==> src/rtl/ratio_xfer_pkg.sv <==
package ratio_xfer_pkg;
    // Which side of a crossing queue lives in the divided domain
    typedef enum logic {
        XFER_F2S = 1'b0,   // writer fast, reader slow
        XFER_S2F = 1'b1    // writer slow, reader fast
    } xfer_dir_e;
endpackage

==> src/rtl/ratio_xfer_div.sv <==
module ratio_xfer_div #(
    parameter int DIV = 12
) (
    input  logic clk,
    input  logic rst,
    output logic tick,
    output logic slow_clk
);
    localparam int CNTW = (DIV > 2) ? $clog2(DIV) : 1;
    localparam int HALF = DIV / 2;
    localparam logic [CNTW-1:0] LAST  = CNTW'(DIV - 1);
    localparam logic [CNTW-1:0] HALFV = CNTW'(HALF);

    typedef struct packed {
        logic [CNTW-1:0] cnt;
        logic            slow;
    } div_st_t;

    div_st_t st_d, st_q;

    always_comb begin
        st_d = st_q;
        if (st_q.cnt == LAST) st_d.cnt = '0;
        else                  st_d.cnt = st_q.cnt + 1'b1;
        st_d.slow = (st_d.cnt < HALFV);
    end

    always_ff @(posedge clk) begin
        if (rst) begin
            st_q.cnt  <= '0;
            st_q.slow <= 1'b1;
        end else begin
            st_q <= st_d;
        end
    end

    assign tick     = (st_q.cnt == LAST);
    assign slow_clk = st_q.slow;
endmodule

==> src/rtl/ratio_xfer_fifo.sv <==
module ratio_xfer_fifo
    import ratio_xfer_pkg::*;
#(
    parameter xfer_dir_e DIR   = XFER_F2S,
    parameter int        DEPTH = 4,
    parameter int        W     = 8
) (
    input  logic         clk,
    input  logic         rst,
    input  logic         tick,
    input  logic         enq_en,
    input  logic [W-1:0] enq_data,
    output logic         enq_rdy,
    input  logic         deq_en,
    output logic [W-1:0] deq_data,
    output logic         deq_vld
);
    localparam int  PW        = (DEPTH > 2) ? $clog2(DEPTH) : 1;
    localparam int  CW        = $clog2(DEPTH + 1);
    localparam bit  READ_SLOW = (DIR == XFER_F2S);
    localparam logic [CW-1:0] FULLV = CW'(DEPTH);
    localparam logic [PW-1:0] LASTP = PW'(DEPTH - 1);

    typedef struct packed {
        logic [DEPTH-1:0][W-1:0] mem;
        logic [PW-1:0]           wp;
        logic [PW-1:0]           rp;
        logic [CW-1:0]           cnt;   // true occupancy
        logic [CW-1:0]           view;  // slow side's snapshot: entries (F2S) or free slots (S2F)
    } fifo_st_t;

    fifo_st_t st_d, st_q;
    logic     push, pop;
    logic     rdy_int, vld_int;

    generate
        if (READ_SLOW) begin : g_slow_reader
            assign rdy_int = (st_q.cnt < FULLV);
            assign vld_int = (st_q.view != '0);
            assign push    = enq_en && rdy_int;
            assign pop     = tick && deq_en && vld_int;
        end else begin : g_slow_writer
            assign rdy_int = (st_q.view != '0);
            assign vld_int = (st_q.cnt != '0);
            assign push    = tick && enq_en && rdy_int;
            assign pop     = deq_en && vld_int;
        end
    endgenerate

    always_comb begin
        st_d = st_q;
        if (push) begin
            st_d.mem[st_q.wp] = enq_data;
            st_d.wp = (st_q.wp == LASTP) ? '0 : st_q.wp + 1'b1;
        end
        if (pop) begin
            st_d.rp = (st_q.rp == LASTP) ? '0 : st_q.rp + 1'b1;
        end
        st_d.cnt = st_q.cnt + CW'(push) - CW'(pop);
        if (tick) begin
            st_d.view = READ_SLOW ? st_d.cnt : (FULLV - st_d.cnt);
        end
    end

    always_ff @(posedge clk) begin
        if (rst) begin
            st_q.mem  <= '0;
            st_q.wp   <= '0;
            st_q.rp   <= '0;
            st_q.cnt  <= '0;
            st_q.view <= READ_SLOW ? '0 : FULLV;
        end else begin
            st_q <= st_d;
        end
    end

    assign enq_rdy  = rdy_int;
    assign deq_vld  = vld_int;
    assign deq_data = st_q.mem[st_q.rp];
endmodule

==> src/rtl/ratio_xfer.sv <==
module ratio_xfer
    import ratio_xfer_pkg::*;
#(
    parameter int DIV   = 12,
    parameter int DEPTH = 4,
    parameter int W     = 8
) (
    input  logic         clk,
    input  logic         rst,
    output logic         clk_ready,
    output logic         slow_clk,
    input  logic         fs_enq_en,
    input  logic [W-1:0] fs_enq_data,
    output logic         fs_enq_rdy,
    input  logic         fs_deq_en,
    output logic [W-1:0] fs_deq_data,
    output logic         fs_deq_vld,
    input  logic         sf_enq_en,
    input  logic [W-1:0] sf_enq_data,
    output logic         sf_enq_rdy,
    input  logic         sf_deq_en,
    output logic [W-1:0] sf_deq_data,
    output logic         sf_deq_vld
);
    logic tick;

    ratio_xfer_div #(.DIV(DIV)) u_div (
        .clk      (clk),
        .rst      (rst),
        .tick     (tick),
        .slow_clk (slow_clk)
    );

    ratio_xfer_fifo #(.DIR(XFER_F2S), .DEPTH(DEPTH), .W(W)) u_f2s (
        .clk      (clk),
        .rst      (rst),
        .tick     (tick),
        .enq_en   (fs_enq_en),
        .enq_data (fs_enq_data),
        .enq_rdy  (fs_enq_rdy),
        .deq_en   (fs_deq_en),
        .deq_data (fs_deq_data),
        .deq_vld  (fs_deq_vld)
    );

    ratio_xfer_fifo #(.DIR(XFER_S2F), .DEPTH(DEPTH), .W(W)) u_s2f (
        .clk      (clk),
        .rst      (rst),
        .tick     (tick),
        .enq_en   (sf_enq_en),
        .enq_data (sf_enq_data),
        .enq_rdy  (sf_enq_rdy),
        .deq_en   (sf_deq_en),
        .deq_data (sf_deq_data),
        .deq_vld  (sf_deq_vld)
    );

    assign clk_ready = tick;
endmodule

==> config.mk <==
export PLATFORM = sky130hd
export DESIGN_NAME = ratio_xfer
export DESIGN_NICKNAME = d
export VERILOG_FILES = /design/src/rtl/ratio_xfer_pkg.sv /design/src/rtl/ratio_xfer_div.sv /design/src/rtl/ratio_xfer_fifo.sv /design/src/rtl/ratio_xfer.sv
export SDC_FILE = /design/constraint.sdc
export NUM_CORES = 1
export LEC_CHECK = 0
export BUFFER_PORTS_ARGS = -buffer_cell sky130_fd_sc_hd__buf_2
export CAP_MARGIN = 25
export CORE_ASPECT_RATIO = 0.9
export CORE_MARGIN = 2
export CORE_UTILIZATION = 30
export CTS_CLUSTER_SIZE = 24
export DETAILED_ROUTE_END_ITERATION = 12
export GPL_ROUTABILITY_DRIVEN = 1
export GPL_TIMING_DRIVEN = 0
export PLACE_DENSITY_LB_ADDON = 0.15
export SYNTH_ARGS = -nofsm -noshare
export SYNTH_HDL_FRONTEND = slang
export SYNTH_HIERARCHICAL = 1
export SYNTH_SLANG_ARGS = --single-unit
==> constraint.sdc <==
create_clock -name clk -period 4.3 [get_ports clk]
set_input_delay 0.215 -clock clk [delete_from_list [all_inputs] [get_ports clk]]
set_output_delay 0.215 -clock clk [all_outputs]
set_load 0.05 [all_outputs]
==> reports/qor.yml, run 1 <==
worst_setup_path:
  crit_top_cell: "ha_1"
  rrSetupSlack_ns: 1.07
  critPathArrivalTime_ns: 3.49
  crit_family: "adder cells"
  slowest_stage: "fa_1"
  cpPeakStageDelay_ns: 0.48
  critical_path.max_fanout: 11
  path_class: "register to register"
  cp-end-kind: "register"
  startpoint_type: "register"
  crit_buf_inv: 4
  crit_chain: "ha_1 > and3b_2 > o311a_1 > buf_6 > inv_1 > ha_1 > inv_1 > ha_1 > fa_1 > inv_1 > ha_1 > xnor3_1 > o21ai_0"
  required_ns: 4.56
global_routing:
  antenna_found_initial: 0
  grt_pass1_wl_um: 14300
  grt_pass1_vias: 2797
  grt_max_degree: 17
  grt-ovfl-total: 0
  grt_usage: 0.129
outcome:
  status: "completed"
pwr:
  leakage_nw: 2.26
  p_int_w: 0.00163
  power.density_mw_per_mm2: 479
  switchingPower_w: 0.000687
  p_seq_frac: 0.399
  p_clk_frac: 0.372
  irDropWorstVdd_mv: 0.287
  p_sw_frac: 0.296
  pwr-share-comb: 0.230
clock_network:
  htree_levels: 3
  cts_buffer_depth: 2
  cts_hold_buf: 0
  root_buffer: "clkbuf_16"
  cts_tree: "built"
  clock_latency_ns: 0.34
  cts.sinks: 89
  path_clk_slew_ns: 0.07
  post-cts-setup-buffers: 0
  numCtsBuffers: 9
  cts_resized: 0
synth:
  synth_area_mm2: 0.00409
  synth_nets: 412
  synth_edf_count: 0
  syn_avg_cell_area_um2: 11.0
  synthCells: 372
  yosys_warnings: 6
  ys_seq_area_frac: 0.436
  ys_dominant_reg_cell: "dfxtp_1"
  async_reset_ff_frac: 0
  synth-seq-cells: 89
  synth.distinct_cells: 33
die:
  fp.dieW_um: 127
  io_pins: 44
  initial_utilization: 0.307
  core-area_mm2: 0.0133
  die-area_mm2: 0.0146
  num_rows: 40
  chipHeight_um: 115
place:
  portBuffers: 43
  dpl.hpwl_um: 5880
  place_area_mm2: 0.00452
  place.gp.congestion: 0.693
finish:
  final_cell_mix: "dfxtp_1 (89), mux2i_1 (76), buf_2 (51), nor2_1 (51), nand2b_1 (41)"
  num_antenna_cells: 0
  drive_gt1_frac: 0.223
  nets: 466
  syn_to_final_growth_pct: 18.4
  stdcell_area_mm2: 0.00484
  fin_util: 0.364
  final_common_cell: "dfxtp_1"
timing:
  fmax_mhz: 310
  worst_pin_slew_ns: 0.607
  fin_crit_sh: 0.750
  min_period_ns: 3.23
  rsz0062_at_grt: "no"
  hold_violations: 0
  fin_setup_tns_ns: 0
  relSlewSlack: 0.595
  setup_viol: 0
  finalClockSkew_ns: 0.00780
  slew_viol_final: 0
routing:
  routedWlPerCell_um: 14.4
  viasPerCell: 4.55
  drcViolationCount: 0
  drt_pass1_iterations: 4
  drt-initial-drc-count: 109
  vias: 2728
  antenna_left: 0
  wl_um: 8630
hold_path:
  hp-class: "input pin to register"
run:
  cap_violations: 0
## cell families after synthesis
| logic type | share of synthesized area |
|---|---|
| simple gates | 0.150 |
| mux | 0.274 |
| flops | 0.436 |
| buf+inv | 0.0428 |
| fa+ha+maj | 0.0587 |
| compound gates | 0.0245 |
| xor+xnor | 0.0141 |
## power groups by stage
stage	clock network, W	registers, W	logic (W)
final	0.000862	0.000925	0.000532
after global routing	0.000926	0.000934	0.000591
after CTS	0.000891	0.000925	0.000542
after detailed placement	0	0.000943	0.000538
after global placement	0	0.000941	0.000532
after floorplan	0	0.000932	0.000426
## layout make-up
type	instances	area (um^2)
clock buffers	9	225
flip-flops and latches	89	1780
well taps	168	210
clock inverters	7	103
repair buffers	43	215
plain buffers	21	111
inverters	17	63.8
fillers	1363	8470
multi-input cells	245	2130
## flip-flops by register name (all words and copies together) (netlist names)
name,flops
u_div/slow_clk,1
u_div/st_q,4
u_f2s/st_q,42
u_s2f/st_q,42
## cell usage after synthesis (3+ instances only)
library cell | number | area share
dfxtp_1 | 89 | 0.44
mux2i_1 | 76 | 0.19
nor2_1 | 51 | 0.047
nand2b_1 | 41 | 0.063
inv_1 | 17 | 0.016
ha_1 | 16 | 0.049
mux4_2 | 16 | 0.088
clkbuf_1 | 10 | 0.0092
buf_2 | 8 | 0.0098
nand2_1 | 4 | 0.0037
nand3b_1 | 4 | 0.0073
or3_1 | 4 | 0.0061
xnor2_1 | 4 | 0.0086
a21oi_1 | 3 | 0.0037
buf_6 | 3 | 0.0083
nand2_2 | 3 | 0.0046
nor2b_1 | 3 | 0.0046
## path summary, 6_finish.rpt
kind	startpoint	end	cells after the start
worst min register to register	u_s2f/st_q[37]$_SDFFE_PP0P_	u_s2f/st_q[37]$_SDFFE_PP0P_	2
worst max register to register	u_div/st_q[1]$_SDFF_PP0_	u_s2f/st_q[2]$_SDFFE_PP1P_	13
worst max-delay path	u_div/st_q[1]$_SDFF_PP0_	u_s2f/st_q[2]$_SDFFE_PP1P_	13
worst min-delay path	fs_enq_data[3]	u_f2s/st_q[37]$_SDFFE_PP0P_	3
## stage by stage
| step | hold slack [ns] | setup slack [ns] | instances | power [W] |
|---|---|---|---|---|
| after floorplan | 0.284 | 1.16 | 372 | 0.00136 |
| after global placement | 0.458 | 1.10 | 583 | 0.00147 |
| after detailed placement | 0.465 | 1.09 | 583 | 0.00148 |
| after CTS | 0.135 | 1.04 | 599 | 0.00236 |
| after global routing | 0.149 | 0.858 | 599 | 0.00245 |
| final | 0.151 | 1.07 | 599 | 0.00232 |
## routing by layer
layer	wire length (um)	GRT usage	vias to the layer above
li1	-	-	1379
met1	4200	0.162	1307
met2	4010	0.213	35
met3	317	0.0423	7
met4	106	0.0396	0
met5	0	0	-
## tightest hold or removal path: stages
cell and delay (ns):
buf_2 0.11, mux2i_1 0.07, nor2_1 0.07
Note: power is estimated with default switching activity, not from simulation.
==> inputs of run 2 (changes only) <==
clock period = 2.6 ns   (was 4.3 ns; I/O delays follow)
==> run 2 against run 1 <==
The run now ends with setup timing left. First-iteration DRC count is 11% lower. Sequential power is 68% higher. Critical path depth shrank 1. Register-to-register slack lost 1.1 ns. Utilization increased by 1.2 points. Maximum frequency rose by 24%. Final cell count grew 0.67%. Cell area is 3.4% higher. Highest routed layer unchanged.
==> reports/qor.yml, run 2 (synthesis gave the netlist of run 1 again) <==
finish:
  final_common_cell: "dfxtp_1"
  syn_to_final_growth_pct: 22.4
  nets: 470
  final_cell_mix: "dfxtp_1 (86), mux2i_1 (76), buf_2 (51), nor2_1 (51), nand2b_1 (41)"
  num-fill-cells: 1351
  drive_gt1_frac: 0.267
  top_regs: "u_f2s/st_q: 42 flops, u_s2f/st_q: 42 flops, u_div/st_q: 4 flops"
  stdcell_area_mm2: 0.00501
  num_antenna_cells: 0
  fin_util: 0.376
  fin_cells: 603
worst_setup_path:
  r2r_start: "u_div/st_q[2]$_SDFF_PP0_"
  r2r-end: "u_s2f/st_q[2]$_SDFFE_PP1P_"
  cp-end-kind: "register"
  required_ns: 2.88
  critical_path.max_fanout: 3
  path_class: "register to register"
  slowest_stage: "fa_2"
  crit_chain: "ha_4 > and3b_4 > o311a_4 > inv_2 > ha_4 > inv_2 > ha_4 > fa_2 > inv_2 > ha_4 > xnor3_1 > o21ai_1"
  cpPeakStageDelay_ns: 0.52
  worst-r2r-cell-count: 12
  crit_top_cell: "ha_4"
  rrSetupSlack_ns: -0.01
  critPathArrivalTime_ns: 2.89
  startpoint_type: "register"
clock_network:
  cts_hold_buf: 0
  numCtsBuffers: 9
  path_clk_slew_ns: 0.07
  htree_levels: 3
  cts.sinks: 89
  cts_tree: "built"
  root_buffer: "clkbuf_16"
  cts_buffer_depth: 2
  clock_latency_ns: 0.34
routing:
  drcViolationCount: 0
  antenna_left: 0
  drt-initial-drc-count: 97
  drt_pass1_iterations: 6
  viasPerCell: 4.57
  vias: 2755
  wl_um: 8870
  routedWlPerCell_um: 14.7
die:
  num_rows: 40
  io_pins: 44
  core-area_mm2: 0.0133
  initial_utilization: 0.307
  fp.dieW_um: 127
  die-area_mm2: 0.0146
  chipHeight_um: 115
global_routing:
  grt_usage: 0.132
  grt_pass1_wl_um: 14600
  grt_pass1_vias: 2818
  antenna_found_initial: 0
  grt-ovfl-total: 0
  grt_max_degree: 17
pwr:
  leakage_nw: 2.30
  irDropWorstVdd_mv: 0.355
  total_power_w: 0.00405
  power.density_mw_per_mm2: 809
outcome:
  status: "complete, but fails checks"
  violations: "setup timing"
timing:
  hold_ws_ns: 0.0727
  finalClockSkew_ns: 0.00700
  hold_violations: 0
  fin_crit_sh: 1.00
  worst_pin_slew_ns: 0.632
  setup_viol: 1
  fmax_mhz: 383
  rsz0062_at_grt: "yes"
  slew_viol_final: 0
  min_period_ns: 2.61
  setup_ws_ns: -0.00984
  relSlewSlack: 0.579
place:
  dp.cells: 583
  dpl.hpwl_um: 6060
  portBuffers: 43
  place_area_mm2: 0.00458
  place.gp.congestion: 0.702
hold_path:
  min_to: "u_f2s/st_q[38]$_SDFFE_PP0P_"
  hp-class: "input pin to register"
  min_delay_path_depth: 3
  hold_start: "fs_enq_data[4]"
run:
  cap_violations: 0
run 2: cell type report:
cell class | count | area (um^2) | area share
buffer | 20 | 100 | 0.0200
clock buffer | 9 | 225 | 0.0450
clock inverter | 7 | 124 | 0.0247
inverter | 17 | 63.8 | 0.0127
multi-input combinational | 245 | 2240 | 0.448
sequential | 89 | 1790 | 0.358
tap | 168 | 210 | 0.0420
timing repair buffer | 48 | 253 | 0.0505
run 2: worst max-delay path by stage:
stage                                   from                          to  cells past startpoint
finish              u_div/st_q[2]$_SDFF_PP0_  u_s2f/st_q[2]$_SDFFE_PP1P_                     12
global route        u_div/st_q[2]$_SDFF_PP0_  u_s2f/st_q[2]$_SDFFE_PP1P_                     12
CTS                 u_div/st_q[2]$_SDFF_PP0_  u_s2f/st_q[2]$_SDFFE_PP1P_                     13
detailed placement  u_div/st_q[1]$_SDFF_PP0_  u_s2f/st_q[2]$_SDFFE_PP1P_                     12
global placement    u_div/st_q[1]$_SDFF_PP0_  u_s2f/st_q[2]$_SDFFE_PP1P_                     12
floorplan           u_div/st_q[1]$_SDFF_PP0_  u_s2f/st_q[2]$_SDFFE_PP1P_                     12
run 2: layer usage:
layer	up-vias	routed length [um]	global-route usage
met5	-	0	0
met4	0	105	0.0374
met3	8	272	0.0423
met2	36	4270	0.219
met1	1324	4220	0.166
li1	1387	-	-
run 2: power by group:
part           internal (W)  total, W  switching, W
logic              0.000473   0.00100      0.000531
clock network      0.000947   0.00150      0.000555
registers           0.00146   0.00155     0.0000880
run 2: metrics by stage:
stage,TNS (ns),setup slack (ns)
floorplan,-0.336,-0.181
global placement,-0.467,-0.239
detailed placement,-0.435,-0.226
CTS,-0.00307,-0.00307
global route,-0.128,-0.101
finish,-0.00984,-0.00984
run 2: what timing repair did:
item	4_1_cts	5_1_grt
resized for setup	3	6
pin swaps	2	7
setup buffers	3	2
setup endpoints to repair	3	4
run 2: critical path: cells and delay by family, from the launching register on:
| family | cells | cell delay [ns] |
|---|---|---|
| simple gates | 1 | 0.20 |
| flops | 1 | 0.36 |
| buf+inv | 3 | 0.12 |
| compound gates | 2 | 0.31 |
| xor+xnor | 1 | 0.33 |
| fa+ha+maj | 5 | 1.20 |
==> inputs of run 3 (changes only) <==
CORE_MARGIN = not set   (was 2)
CORE_UTILIZATION = 50   (was 30)
==> run 3 against run 2 <==
Sequential share of layout area increased by 1.9 points. Sequential power about the same. The run still ends with setup timing left. Hold slack got worse by 0.030 ns. Non-clock buffer count increased by 2. Critical endpoint unchanged. Die area decreased by 41%. First-iteration DRC count decreased by 31%. Sequential cell count unchanged.
==> reports/qor.yml, run 3 (synthesis gave the netlist of run 1 again) <==
clock_network:
  numCtsBuffers: 9
  root_buffer: "clkbuf_8"
  cts_buffer_depth: 2
  path_clk_slew_ns: 0.10
  cts_hold_buf: 0
  htree_levels: 3
  cts.sinks: 89
  cts_tree: "built"
  clock_latency_ns: 0.36
worst_setup_path:
  critPathLaunch: "u_div/st_q[1]$_SDFF_PP0_"
  r2r_start: "u_div/st_q[1]$_SDFF_PP0_"
  required_ns: 2.89
  startpoint_type: "register"
  critical_path.max_fanout: 4
  critPathArrivalTime_ns: 2.90
  path_class: "register to register"
  cp-end-kind: "register"
timing:
  relSlewSlack: 0.604
  fin_setup_tns_ns: -0.00502
  min_period_ns: 2.61
  worst_pin_slew_ns: 0.595
  fin_crit_sh: 1.00
  finalClockSkew_ns: 0.0119
  setup_viol: 1
  rsz0062_at_grt: "yes"
  hold_ws_ns: 0.0423
  fmax_mhz: 384
  slew_viol_final: 0
  setup_ws_ns: -0.00502
  hold_violations: 0
finish:
  regArea_mm2: 0.00179
  num-fill-cells: 661
  stdcell_area_mm2: 0.00475
  drive_gt1_frac: 0.265
  num_antenna_cells: 0
  syn_to_final_growth_pct: 16.2
  final_common_cell: "dfxtp_1"
  final_cell_mix: "dfxtp_1 (86), mux2i_1 (76), buf_2 (51), nor2_1 (51), nand2b_1 (41)"
  top_regs: "u_f2s/st_q: 42 flops, u_s2f/st_q: 42 flops, u_div/st_q: 4 flops"
  multi_input_area_mm2: 0.00223
  nets: 472
die:
  io_pins: 44
  num_rows: 30
  core-area_mm2: 0.00773
  fp.dieW_um: 97.3
  die-area_mm2: 0.00855
  initial_utilization: 0.529
  chipHeight_um: 87.8
pwr:
  power.density_mw_per_mm2: 721
  leakage_nw: 2.22
  irDropWorstVdd_mv: 0.645
global_routing:
  antenna_found_initial: 0
  grt_pass1_wl_um: 13000
  grt_max_degree: 18
  grt_usage: 0.197
  grt_pass1_vias: 2773
  grt-ovfl-total: 0
run:
  cap_violations: 0
place:
  place.gp.congestion: 0.731
  dpl.hpwl_um: 5370
  portBuffers: 43
  place_area_mm2: 0.00449
outcome:
  violations: "setup timing"
  status: "complete, but fails checks"
routing:
  drt-initial-drc-count: 67
  vias: 2731
  drt_pass1_iterations: 4
  routedWlPerCell_um: 14.5
  drcViolationCount: 0
  wl_um: 7720
  viasPerCell: 5.12
  antenna_left: 0
hold_path:
  hp-class: "input pin to register"
  hold_start: "fs_enq_data[3]"
[run 3: changes by cell type in the layout (fill, tap and decap cells not counted), sizes merged]
cell | before | now
buf | 58 | 60
bufinv | 3 | 0
clkinv | 1 | 0
clkinvlp | 1 | 3
inv | 19 | 21
[run 3: worst paths after layout]
check             cells past startpoint                     endpoint  slack (ns)
setup / recovery                     12   u_s2f/st_q[2]$_SDFFE_PP1P_      -0.005
hold / removal                        3  u_f2s/st_q[13]$_SDFFE_PP0P_        0.04
setup reg to reg                     12   u_s2f/st_q[2]$_SDFFE_PP1P_      -0.005
hold reg to reg                       2  u_s2f/st_q[25]$_SDFFE_PP0P_        0.48
[run 3: layout make-up]
class | instances | share of cell area
multi-input combinational | 245 | 0.469
sequential | 89 | 0.376
buffer | 20 | 0.0211
inverter | 17 | 0.0134
clock inverter | 7 | 0.0121
timing repair buffer | 50 | 0.0563
clock buffer | 9 | 0.0261
tap | 96 | 0.0253
[run 3: where the power goes]
part	switching, W	internal, W	leakage (nW)	total [W]
Combinational	0.000524	0.000479	1.41	0.00100
Clock	0.000522	0.000360	0.0833	0.000882
Sequential	0.0000827	0.00146	0.722	0.00154
Total	0.00113	0.00230	2.22	0.00343
[run 3: through the flow]
| stage | cells | util | setup WS (ns) | power, W |
|---|---|---|---|---|
| global route | 533 | 0.615 | -0.0930 | 0.00364 |
| finish | 533 | 0.615 | -0.00502 | 0.00343 |
| detailed placement | 511 | 0.581 | -0.200 | 0.00254 |
| floorplan | 372 | - | -0.181 | 0.00232 |
| CTS | 531 | 0.610 | 0.00709 | 0.00346 |
| global placement | 511 | 0.581 | -0.191 | 0.00250 |
[run 3: worst max-delay path, cell delays in order, from the launching register on]
cell	delay, ns
dfxtp_2	0.36
ha_4	0.15
and3b_4	0.20
o311a_4	0.19
inv_2	0.04
ha_4	0.25
inv_2	0.03
ha_4	0.14
fa_2	0.52
inv_2	0.05
ha_4	0.15
xnor3_1	0.33
o21ai_1	0.12
[run 3: layer usage]
layer | GRT usage | share of wire | routed length, um | up-vias
met3 | 0.0551 | 0.041 | 319 | 5
li1 | - | - | - | 1386
met1 | 0.255 | 0.49 | 3790 | 1291
met5 | 0 | 0 | 0 | -
met4 | 0.0548 | 0.0049 | 38 | 0
met2 | 0.327 | 0.46 | 3580 | 49
[run 3: what timing repair did]
action / 4_1_cts / 5_1_grt
gates resized for setup: 2 / 4
setup buffers: 4 / 3
pin swaps: 1 / 8
setup endpoints to repair: 3 / 5
